$ cat config.mk
export PLATFORM = sky130hd
export DESIGN_NAME = bert_err_detect
export DESIGN_NICKNAME = d
export VERILOG_FILES = /design/src/rtl/ed_pkg.sv /design/src/rtl/ed_gate_ctrl.sv /design/src/rtl/ed_sat_cnt.sv /design/src/rtl/ed_err_seg.sv /design/src/rtl/ed_trigger.sv /design/src/rtl/bert_err_detect.sv
export SDC_FILE = /design/constraint.sdc
export NUM_CORES = 1
export LEC_CHECK = 0
export BUFFER_PORTS_ARGS = -buffer_cell sky130_fd_sc_hd__buf_2
export CAP_MARGIN = 20
export CORE_MARGIN = 4
export CORE_UTILIZATION = 35
export CTS_CLUSTER_DIAMETER = 30
export DETAILED_ROUTE_END_ITERATION = 8
export PLACE_DENSITY = 0.6
export SLEW_MARGIN = 10
export SYNTH_ARGS = -nofsm -noshare
export SYNTH_HDL_FRONTEND = slang
export SYNTH_SLANG_ARGS = --single-unit
export TNS_END_PERCENT = 100
$ cat constraint.sdc
create_clock -name clk -period 7.63 [get_ports clk]
set_clock_uncertainty 0.05 [all_clocks]
set_input_delay 0.3815 -clock clk [delete_from_list [all_inputs] [get_ports clk]]
set_output_delay 0.3815 -clock clk [all_outputs]
set_load 0.05 [all_outputs]
$ cat src/rtl/ed_pkg.sv
package ed_pkg;
  typedef enum logic [1:0] {
    BS_PASSIVE = 2'd0,
    BS_SYNC    = 2'd1,
    BS_CHECK   = 2'd2
  } bstate_t;
endpackage

$ cat src/rtl/ed_gate_ctrl.sv
module ed_gate_ctrl
  import ed_pkg::*;
#(
  parameter int GRAN          = 512,
  parameter int SYNC_BITS     = 1536,
  parameter int BACKLASH_BITS = 1536,
  parameter int PASSIVE_BITS  = 2560
) (
  input  logic clk,
  input  logic rst_n,
  input  logic beat,
  input  logic gate,
  input  logic burst_mode,
  input  logic clear,
  output logic cmp_en,
  output logic violation
);
  localparam int GW = $clog2(GRAN);
  localparam int SW = $clog2(SYNC_BITS + 1);
  localparam int BW = $clog2(BACKLASH_BITS + 1);
  localparam int PW = $clog2(PASSIVE_BITS + 1);

  logic [GW-1:0] ex_rem;
  logic          excl_c;
  bstate_t       st;
  logic [SW-1:0] sync_rem;
  logic [BW-1:0] bl_rem;
  logic [PW-1:0] gap;

  assign excl_c = (ex_rem != '0) || gate;

  always_ff @(posedge clk) begin
    if (!rst_n || burst_mode) begin
      ex_rem <= '0;
    end else if (beat) begin
      if (ex_rem != '0)  ex_rem <= ex_rem - 1'b1;
      else if (gate)     ex_rem <= GW'(GRAN - 1);
    end
  end

  always_ff @(posedge clk) begin
    if (!rst_n) begin
      st        <= BS_PASSIVE;
      sync_rem  <= '0;
      bl_rem    <= '0;
      gap       <= PW'(PASSIVE_BITS);
      violation <= 1'b0;
    end else begin
      if (clear) violation <= 1'b0;
      if (!burst_mode) begin
        st     <= BS_PASSIVE;
        bl_rem <= '0;
        gap    <= PW'(PASSIVE_BITS);
      end else if (beat) begin
        case (st)
          BS_PASSIVE: begin
            if (gap != PW'(PASSIVE_BITS)) gap <= gap + 1'b1;
            if (!gate && gap != PW'(PASSIVE_BITS)) violation <= 1'b1;
            if (bl_rem != '0) begin
              bl_rem <= bl_rem - 1'b1;
            end else if (!gate) begin
              st       <= BS_SYNC;
              sync_rem <= SW'(SYNC_BITS - 1);
            end
          end
          BS_SYNC, BS_CHECK: begin
            if (gate) begin
              st     <= BS_PASSIVE;
              bl_rem <= BW'(BACKLASH_BITS - 1);
              gap    <= PW'(1);
            end else if (st == BS_SYNC) begin
              sync_rem <= sync_rem - 1'b1;
              if (sync_rem == SW'(1)) st <= BS_CHECK;
            end
          end
          default: st <= BS_PASSIVE;
        endcase
      end
    end
  end

  assign cmp_en = beat && (burst_mode ? (st == BS_CHECK && !gate) : !excl_c);

  AST_BURST_CMP_GATE_LOW: assert property (@(posedge clk) disable iff (!rst_n)
    burst_mode && cmp_en |-> !gate);
  AST_VIOL_STICKY: assert property (@(posedge clk) disable iff (!rst_n)
    violation && !clear |=> violation);
endmodule

$ cat src/rtl/ed_sat_cnt.sv
module ed_sat_cnt #(
  parameter int W = 48
) (
  input  logic         clk,
  input  logic         rst_n,
  input  logic         clear,
  input  logic         inc,
  output logic [W-1:0] q
);
  always_ff @(posedge clk) begin
    if (!rst_n || clear)       q <= '0;
    else if (inc && q != '1)   q <= q + 1'b1;
  end

  AST_SAT_HOLD: assert property (@(posedge clk) disable iff (!rst_n)
    (q == '1) && !clear |=> (q == '1));
endmodule

$ cat src/rtl/ed_err_seg.sv
module ed_err_seg #(
  parameter int SEG = 128
) (
  input  logic clk,
  input  logic rst_n,
  input  logic beat,
  input  logic err,
  output logic err_out
);
  localparam int CW = $clog2(SEG);

  logic [CW-1:0] seg_cnt;
  logic          acc;
  logic          seg_last;

  assign seg_last = (seg_cnt == CW'(SEG - 1));

  always_ff @(posedge clk) begin
    if (!rst_n) begin
      seg_cnt <= '0;
      acc     <= 1'b0;
      err_out <= 1'b0;
    end else if (beat) begin
      if (seg_last) begin
        err_out <= acc | err;
        acc     <= 1'b0;
        seg_cnt <= '0;
      end else begin
        acc     <= acc | err;
        seg_cnt <= seg_cnt + 1'b1;
      end
    end
  end

  AST_ERR_HELD: assert property (@(posedge clk) disable iff (!rst_n)
    !(beat && seg_last) |=> $stable(err_out));
endmodule

$ cat src/rtl/ed_trigger.sv
module ed_trigger #(
  parameter int REP         = 4,
  parameter int DIV_MAX_SEL = 4
) (
  input  logic       clk,
  input  logic       rst_n,
  input  logic       beat,
  input  logic       pat_start,
  input  logic       div_mode,
  input  logic [2:0] div_sel,
  output logic       trig
);
  localparam int RW = (REP > 1) ? $clog2(REP) : 1;
  localparam int HW = DIV_MAX_SEL + 2;

  logic [RW-1:0] rep_cnt;
  logic          pulse;
  logic [HW-1:0] half_cnt;
  logic [HW-1:0] half_m1;
  logic [2:0]    sel_c;
  logic          sq;

  assign sel_c   = (div_sel > 3'(DIV_MAX_SEL)) ? 3'(DIV_MAX_SEL) : div_sel;
  assign half_m1 = (HW'(2) << sel_c) - 1'b1;

  always_ff @(posedge clk) begin
    if (!rst_n) begin
      rep_cnt <= '0;
      pulse   <= 1'b0;
    end else begin
      pulse <= 1'b0;
      if (beat && pat_start) begin
        if (rep_cnt == RW'(REP - 1)) begin
          rep_cnt <= '0;
          pulse   <= 1'b1;
        end else begin
          rep_cnt <= rep_cnt + 1'b1;
        end
      end
    end
  end

  always_ff @(posedge clk) begin
    if (!rst_n || !div_mode) begin
      half_cnt <= '0;
      sq       <= 1'b0;
    end else if (half_cnt == half_m1) begin
      half_cnt <= '0;
      sq       <= ~sq;
    end else begin
      half_cnt <= half_cnt + 1'b1;
    end
  end

  assign trig = div_mode ? sq : pulse;

  AST_TRIG_ONE_CYCLE: assert property (@(posedge clk) disable iff (!rst_n)
    pulse |=> !pulse);
endmodule

$ cat src/rtl/bert_err_detect.sv
module bert_err_detect #(
  parameter int CNT_W         = 48,
  parameter int GRAN          = 512,
  parameter int SYNC_BITS     = 1536,
  parameter int BACKLASH_BITS = 1536,
  parameter int PASSIVE_BITS  = 2560,
  parameter int SEG           = 128,
  parameter int TRIG_REP      = 4,
  parameter int DIV_MAX_SEL   = 4
) (
  input  logic             clk,
  input  logic             rst_n,
  input  logic             s_valid,
  output logic             s_ready,
  input  logic             s_rx,
  input  logic             s_ref,
  input  logic             s_pat_start,
  input  logic             gate,
  input  logic             burst_mode,
  input  logic             clear,
  input  logic             trig_div_mode,
  input  logic [2:0]       div_sel,
  output logic [CNT_W-1:0] err_count,
  output logic [CNT_W-1:0] bit_count,
  output logic             err_out,
  output logic             trig_out,
  output logic             gate_violation
);
  logic cmp_en;
  logic is_err;

  assign s_ready = 1'b1;
  assign is_err  = cmp_en && (s_rx ^ s_ref);

  ed_gate_ctrl #(
    .GRAN(GRAN), .SYNC_BITS(SYNC_BITS),
    .BACKLASH_BITS(BACKLASH_BITS), .PASSIVE_BITS(PASSIVE_BITS)
  ) u_gate (
    .clk(clk), .rst_n(rst_n), .beat(s_valid), .gate(gate),
    .burst_mode(burst_mode), .clear(clear),
    .cmp_en(cmp_en), .violation(gate_violation)
  );

  for (genvar i = 0; i < 2; i++) begin : g_cnt
    logic [CNT_W-1:0] q;
    ed_sat_cnt #(.W(CNT_W)) u_cnt (
      .clk(clk), .rst_n(rst_n), .clear(clear),
      .inc((i == 0) ? cmp_en : is_err), .q(q)
    );
  end
  assign bit_count = g_cnt[0].q;
  assign err_count = g_cnt[1].q;

  ed_err_seg #(.SEG(SEG)) u_seg (
    .clk(clk), .rst_n(rst_n), .beat(s_valid), .err(is_err), .err_out(err_out)
  );

  ed_trigger #(.REP(TRIG_REP), .DIV_MAX_SEL(DIV_MAX_SEL)) u_trig (
    .clk(clk), .rst_n(rst_n), .beat(s_valid), .pat_start(s_pat_start),
    .div_mode(trig_div_mode), .div_sel(div_sel), .trig(trig_out)
  );

  AST_ERR_LE_BITS: assert property (@(posedge clk) disable iff (!rst_n)
    err_count <= bit_count);
  AST_CONT_MASKED: assert property (@(posedge clk) disable iff (!rst_n)
    !burst_mode && s_valid && gate && !clear |=> $stable(bit_count));
  AST_BURST_GATE_HIGH: assert property (@(posedge clk) disable iff (!rst_n)
    burst_mode && s_valid && gate && !clear |=> $stable(bit_count));
  AST_IDLE_NO_COUNT: assert property (@(posedge clk) disable iff (!rst_n)
    !s_valid && !clear |=> $stable(bit_count) && $stable(err_count));
endmodule

==> out/qor.csv, run 1 <==
stage,metric,value,unit
run_status,status,completed,
timing,setup_ws,4.59,ns
cts,cts_tree,done,
drt,wl_per_cell,16.3,um
drt,firstDrtPassIters,5,
drt,drt-initial-drc-count,761,
placement,gp_congestion,0.784,
floorplan,coreArea,24500,sq um
timing,fmax,329,MHz
global_routing,grt_max_degree,73,
worst_setup_path,reg2regPathDepth,6,
worst_setup_path,cp-end-kind,flop,
logic_synthesis,synthesis.nets,1089,
drt,wirelength,23800,um
floorplan,rows,57,
worst_setup_path,crit_arrival,3.35,ns
power_and_ir_drop,pwr-share-seq,39.5,%
timing,period_share,39.8,%
cts,clkSlewWorstSetupHoldPaths,0.07,ns
final_layout,final_cell_mix,"dfxtp_1 (161), buf_2 (111), a21oi_1 (98), nand2_1 (91), or4_1 (74)",
drt,vias,8659,
logic_synthesis,syn_area,8740,sq um
global_routing,grt.total_usage,17.0,%
power_and_ir_drop,p_comb_share,26.6,%
logic_synthesis,synthArstFlopShare,0,%
timing,tightest_slew,0.965,ns
final_layout,fin_nets,1159,
logic_synthesis,synth_cell_types,70,
global_routing,grt_first_pass_wirelength,40600,um
final_layout,antennaDiodeCount,0,
logic_synthesis,synth.ff_latch_count,161,
logic_synthesis,synth_top_area_cell,dfxtp_1,
drt,via_per_inst,5.90,
global_routing,grt_pass1_vias,8119,
cts,htreeDepth,4,
timing,report.final.slew_viol_count,0,
placement,hpwl,16200,um
worst_setup_path,cp_slowest_cell,nor4_1,
cts,clock_tree.buffer_depth,2,
floorplan,pin_count,113,
floorplan,die_w,166,um
timing,relSlewSlack,35.5,%
placement,dp.cells,1433,
final_layout,fin_util,41.1,%
worst_setup_path,crit-reg2reg-capture,g_cnt[1].u_cnt.q[36],
power_and_ir_drop,power.share.clock,33.9,%
worst_setup_path,reg2reg_slack,4.59,ns
logic_synthesis,synth_ff_type,dfxtp_1,
cts,holdBufCountCts,0,
hold_path,hp-class,input port to flop,
power_and_ir_drop,power.leakage,3.49,nW
timing,post-route-min-period,3.04,ns
global_routing,grt_overflow_total,0,
cts,cts_root_buf,clkbuf_16,
power_and_ir_drop,internal_power,1.58,mW
cts,cts_buffers,17,
global_routing,antenna_found_initial,0,
cts,clock_sinks,161,
logic_synthesis,ys_seq_area_share,36.9,%
power_and_ir_drop,p_switching,0.857,mW
placement,port_buffers,111,
worst_setup_path,crit_end,g_cnt[1].u_cnt.q[36],
drt,ant_nets,0,
worst_setup_path,slowest_delay,0.80,ns
power_and_ir_drop,cellPowerDensity,243,nW/um^2
final_layout,syn_to_final_growth,15.1,%
timing,final-setup-viol-count,0,
job,maxCapViolCount,0,
worst_setup_path,start_kind,flop,
floorplan,start_util,35.7,%
worst_setup_path,path_class,flop to flop,
worst_setup_path,cpMostUsedCell,nand3_1,
cts,cts_resized,0,
worst_setup_path,worstPathCellList,ha_1 -> nand3_1 -> nor4_1 -> nand3_1 -> or4_1 -> a21oi_1,
cts,cts_post_setup_buffers_inserted,0,
drt,drc,0,
final_layout,final_common_cell,dfxtp_1,
final_layout,layout-drive-gt1-share,16.2,%
worst_setup_path,timing.rr.start,g_cnt[1].u_cnt.q[0],
floorplan,die-area,27600,sq um
logic_synthesis,synth_area_leaders,"dfxtp_1 (37%), or4_1 (6.4%), o31ai_1 (5.9%), a21oi_1 (5.6%), nand2_1 (3.9%)",
timing,rsz0062_at_grt,false,
placement,dp_slack,4.59,ns
power_and_ir_drop,peakVddDrop,0.149,mV
worst_setup_path,critPathRequiredTime,7.94,ns
final_layout,instances_no_fill,1467,
logic_synthesis,synth.avg_cell_area,8.24,sq um
worst_setup_path,crit_fanout,14,
logic_synthesis,yosys_warnings,0,
floorplan,die_y,166,um
timing,setup_tns,0,ns
logic_synthesis,synth_edf_count,0,
worst_setup_path,crit_start,g_cnt[1].u_cnt.q[0],
timing,final-hold-violation-count,0,
final_layout,fillers,2542,
power_and_ir_drop,total_power,2.44,mW
cts,insertion_delay,0.44,ns
logic_synthesis,synth_cells,1060,
power_and_ir_drop,swShare,35.1,%
logic_synthesis,synthDominantCellAreaShare,36.9,%
area by class of cell:
class                   count  area [sq um]  area share [%]
clock buffers              19           443            4.40
flip-flops and latches    161          3220            32.0
repair buffers            121           634            6.31
clock inverters            13           118            1.17
multi-input cells         809          5160            51.3
inverters                  20          75.1           0.746
well taps                 324           405            4.03
flip-flops by register name, indices dropped and copies added, names as in the netlist, 2 cells and up:
name and count:
u_gate.gap 12, u_trig.half_cnt 6, u_gate.ex_rem 9, u_gate.sync_rem 11, u_trig.rep_cnt 2, g_cnt.u_cnt.q 96, u_gate.bl_rem 11, u_gate.st 2
u_seg.seg_cnt 7
cell usage after synthesis, drive strengths merged (11+ instances only):
cell type / instances
clkbuf: 53
nand3: 55
and3: 22
ha: 16
buf: 14
nor2: 53
or3: 18
inv: 19
nand2: 91
xor2: 15
a31oi: 15
or2: 11
nor3: 28
nand4: 49
or4: 76
o31ai: 70
a21oi: 98
nor4: 22
and2: 14
o21ai: 20
and4: 26
dfxtp: 161
a311oi: 20
layer usage:
layer / GRT usage (%) / up-vias / routed length (um)
met2: 27.6 / 173 / 11100
li1: - / 4279 / -
met1: 23.4 / 4181 / 11400
met4: 3.77 / 0 / 317
met5: 0 / - / 0
met3: 3.81 / 26 / 1000
stage by stage:
step / hold slack [ns] / area [sq um]
floorplan: 0.377 / 8740
global placement: 0.393 / 9480
global route: 0.179 / 10100
CTS: 0.173 / 10000
detailed placement: 0.402 / 9480
finish: 0.178 / 10100
logic make-up after synthesis:
| family | share of synthesized area [%] |
|---|---|
| AO/OA/AOI/OAI | 20.3 |
| XOR/XNOR | 2.21 |
| adder cells (fa/ha/maj) | 2.29 |
| buffers and inverters | 4.41 |
| flip-flops | 36.9 |
| multiplexers | 1.17 |
| other | 0.0429 |
| AND/OR/NAND/NOR | 32.7 |
worst max-delay path: cells and delay by family (launching register included):
family / cells / cell delay [ns]
simple gates: 4 / 2.12
flops: 1 / 0.40
compound gates: 1 / 0.14
fa+ha+maj: 1 / 0.27
how the worst min path moves through the flow:
| stage | startpoint | end | slack, ns | cells after the start |
|---|---|---|---|---|
| after floorplan | u_seg.acc | u_seg.acc | 0.38 | 2 |
| after global placement | u_seg.acc | u_seg.acc | 0.39 | 2 |
| after detailed placement | u_seg.acc | u_seg.acc | 0.40 | 2 |
| after CTS | s_pat_start | u_trig.rep_cnt[1] | 0.17 | 3 |
| after global routing | trig_div_mode | u_trig.sq | 0.18 | 3 |
| final | s_pat_start | u_trig.rep_cnt[1] | 0.18 | 3 |
power by group through the flow:
stage / Combinational [mW] / Sequential [mW] / Clock, mW
after global placement: 0.632 / 0.979 / 0
after CTS: 0.649 / 0.962 / 0.853
after detailed placement: 0.642 / 0.980 / 0
after floorplan: 0.521 / 0.962 / 0
after global routing: 0.735 / 0.975 / 0.888
final: 0.650 / 0.964 / 0.826
Note: power is estimated with default switching activity, not from simulation.
==> run 2: changes to the inputs <==
--- a/config.mk
+++ b/config.mk
@@ -11,7 +11,7 @@
 export CORE_UTILIZATION = 35
 export CTS_CLUSTER_DIAMETER = 30
 export DETAILED_ROUTE_END_ITERATION = 8
-export PLACE_DENSITY = 0.6
+export PLACE_DENSITY = 0.62
 export SLEW_MARGIN = 10
 export SYNTH_ARGS = -nofsm -noshare
 export SYNTH_HDL_FRONTEND = slang
==> constraint.sdc (replaced) <==
create_clock -name clk -period 2.75 [get_ports clk]
set_clock_uncertainty 0.05 [all_clocks]
set_input_delay 0.1375 -clock clk [delete_from_list [all_inputs] [get_ports clk]]
set_output_delay 0.1375 -clock clk [all_outputs]
set_load 0.05 [all_outputs]
==> run 2 against run 1 <==
Effect of this change: via count up 0.87%; register-to-register slack lost 4.5 ns; sequential share of layout area decreased by 0.80 points; combinational power rose to 2.9 times the previous value; largest cell class unchanged; largest power group unchanged.
==> out/qor.csv, run 2 (synthesis gave the netlist of run 1 again) <==
stage,metric,value,unit
run_status,status,completed,
timing,setup_tns,0,ns
worst_setup_path,cp-end-kind,flop,
worst_setup_path,crit_fanout,4,
final_layout,layout-drive-gt1-share,18.6,%
power_and_ir_drop,cellPowerDensity,664,nW/um^2
job,maxCapViolCount,0,
drt,vias,8734,
drt,ant_nets,0,
final_layout,final_common_cell,dfxtp_1,
timing,post-route-min-period,2.62,ns
global_routing,grt_overflow_total,0,
floorplan,rows,57,
global_routing,grt_max_degree,49,
final_layout,antennaDiodeCount,0,
final_layout,regMostFlops,g_cnt.u_cnt.q,
power_and_ir_drop,peakVddDrop,0.543,mV
global_routing,antenna_found_initial,2,
cts,clock_tree.buffer_depth,2,
floorplan,coreArea,24500,sq um
drt,drc,0,
hold_path,hp-class,input port to flop,
worst_setup_path,timing.rr.start,u_gate.ex_rem[1],
floorplan,start_util,35.7,%
cts,clock_sinks,161,
cts,cts_tree,done,
timing,final-hold-violation-count,0,
final_layout,largest_registers,"g_cnt.u_cnt.q: 96 flops, u_gate.gap: 12 flops",
timing,period_share,95.3,%
timing,report.final.slew_viol_count,0,
drt,firstDrtPassIters,5,
timing,relSlewSlack,48.0,%
timing,hold_ws,0.0260,ns
global_routing,grt_first_pass_wirelength,39900,um
worst_setup_path,crit-reg2reg-capture,g_cnt[1].u_cnt.q[45],
timing,rsz0062_at_grt,false,
final_layout,instances_no_fill,1497,
placement,port_buffers,111,
worst_setup_path,path_class,flop to flop,
final_layout,multi_input_area,5160,sq um
floorplan,die-area,27600,sq um
final_layout,area.sequential,3230,sq um
drt,via_per_inst,5.83,
cts,htreeDepth,4,
worst_setup_path,critPathRequiredTime,3.04,ns
drt,drt-initial-drc-count,787,
cts,cts_post_setup_buffers_inserted,0,
hold_path,whs_path_depth,3,
cts,insertion_delay,0.42,ns
timing,tightest_slew,0.769,ns
global_routing,grt_pass1_vias,7931,
cts,cts_root_buf,clkbuf_16,
drt,wl_per_cell,15.9,um
cts,cts_buffers,17,
cts,clkSlewWorstSetupHoldPaths,0.06,ns
hold_path,whs_endpoint,u_trig.pulse,
global_routing,grt.total_usage,16.7,%
timing,final-setup-viol-count,0,
worst_setup_path,reg2regPathDepth,7,
final_layout,fin_nets,1193,
timing,fmax,382,MHz
worst_setup_path,crit_arrival,2.91,ns
worst_setup_path,reg2reg_slack,0.13,ns
floorplan,die_y,166,um
hold_path,min_from,rst_n,
worst_setup_path,start_kind,flop,
final_layout,fillers,2456,
drt,wirelength,23800,um
floorplan,die_w,166,um
final_layout,syn_to_final_growth,18.3,%
power_and_ir_drop,power.leakage,3.66,nW
placement,gp_congestion,0.807,
final_layout,final_cell_mix,"dfxtp_1 (156), buf_2 (111), a21oi_1 (98), nand2_1 (90), or4_1 (73)",
placement,hpwl,16600,um
final_layout,largest_reg_flops,96,
placement,dp.cells,1467,
floorplan,pin_count,113,
## run 2: cell count changes in the layout (fill, tap and decap cells not counted), sizes merged
| cell | before | now |
|---|---|---|
| clkbuf | 20 | 23 |
| bufinv | 0 | 2 |
| buf | 120 | 153 |
| clkinvlp | 3 | 1 |
| dlygate4sd3 | 0 | 2 |
| inv | 26 | 19 |
| clkinv | 4 | 3 |
## run 2: power by group
part	leakage [nW]	switching, mW	internal [mW]
Sequential	1.30	0.187	2.49
Combinational	2.09	1.10	0.770
Clock	0.271	0.931	1.39
Total	3.66	2.22	4.65
## run 2: worst max-delay path, stage by stage, from the launching register on
cell and delay [ns]:
dfxtp_1 0.33, inv_1 0.06, ha_1 0.19, or4b_4 0.50, o31a_1 0.32, or4_1 0.54, or4_1 0.41, a21oi_1 0.15
## run 2: final cells by class
class | instances | area share [%]
multi-input cells | 809 | 50.0
flip-flops and latches | 161 | 31.2
repair buffers | 155 | 8.74
clock buffers | 23 | 4.62
well taps | 324 | 3.92
clock inverters | 5 | 0.787
inverters | 20 | 0.726
## run 2: timing repair
| action | 4_1_cts | 5_1_grt |
|---|---|---|
| setup endpoints to repair | 0 | 10 |
| gates resized for setup | 0 | 3 |
| endpoints found under the hold margin | 3 | 0 |
| hold buffers | 2 | 0 |
## run 2: how the worst max path moves through the flow
stage                                    start              endpoint
after floorplan           g_cnt[1].u_cnt.q[19]  g_cnt[1].u_cnt.q[37]
after global placement        u_gate.ex_rem[1]  g_cnt[1].u_cnt.q[45]
after detailed placement      u_gate.ex_rem[1]  g_cnt[1].u_cnt.q[45]
after CTS                     u_gate.ex_rem[1]  g_cnt[1].u_cnt.q[31]
after global routing          u_gate.ex_rem[1]  g_cnt[1].u_cnt.q[45]
final                         u_gate.ex_rem[1]  g_cnt[1].u_cnt.q[45]
## run 2: per-layer routing
| metal | vias to the layer above | wire [um] | GRT usage [%] |
|---|---|---|---|
| met5 | - | 27 | 0 |
| met2 | 175 | 11200 | 26.8 |
| met3 | 31 | 992 | 3.48 |
| met4 | 4 | 279 | 4.95 |
| li1 | 4353 | - | - |
| met1 | 4171 | 11300 | 22.8 |
## run 2: per-stage QoR
step | util, % | setup WS [ns] | power [mW] | area [sq um]
2_1_floorplan | - | 0.000340 | 4.12 | 8740
4_1_cts | 42.2 | 0.128 | 6.91 | 10300
3_5_place_dp | 39.8 | 0.134 | 4.58 | 9750
6_report | 42.2 | 0.129 | 6.87 | 10300
5_1_grt | 42.2 | 0.000345 | 7.30 | 10300
3_3_place_gp | 39.8 | 0.185 | 4.55 | 9750
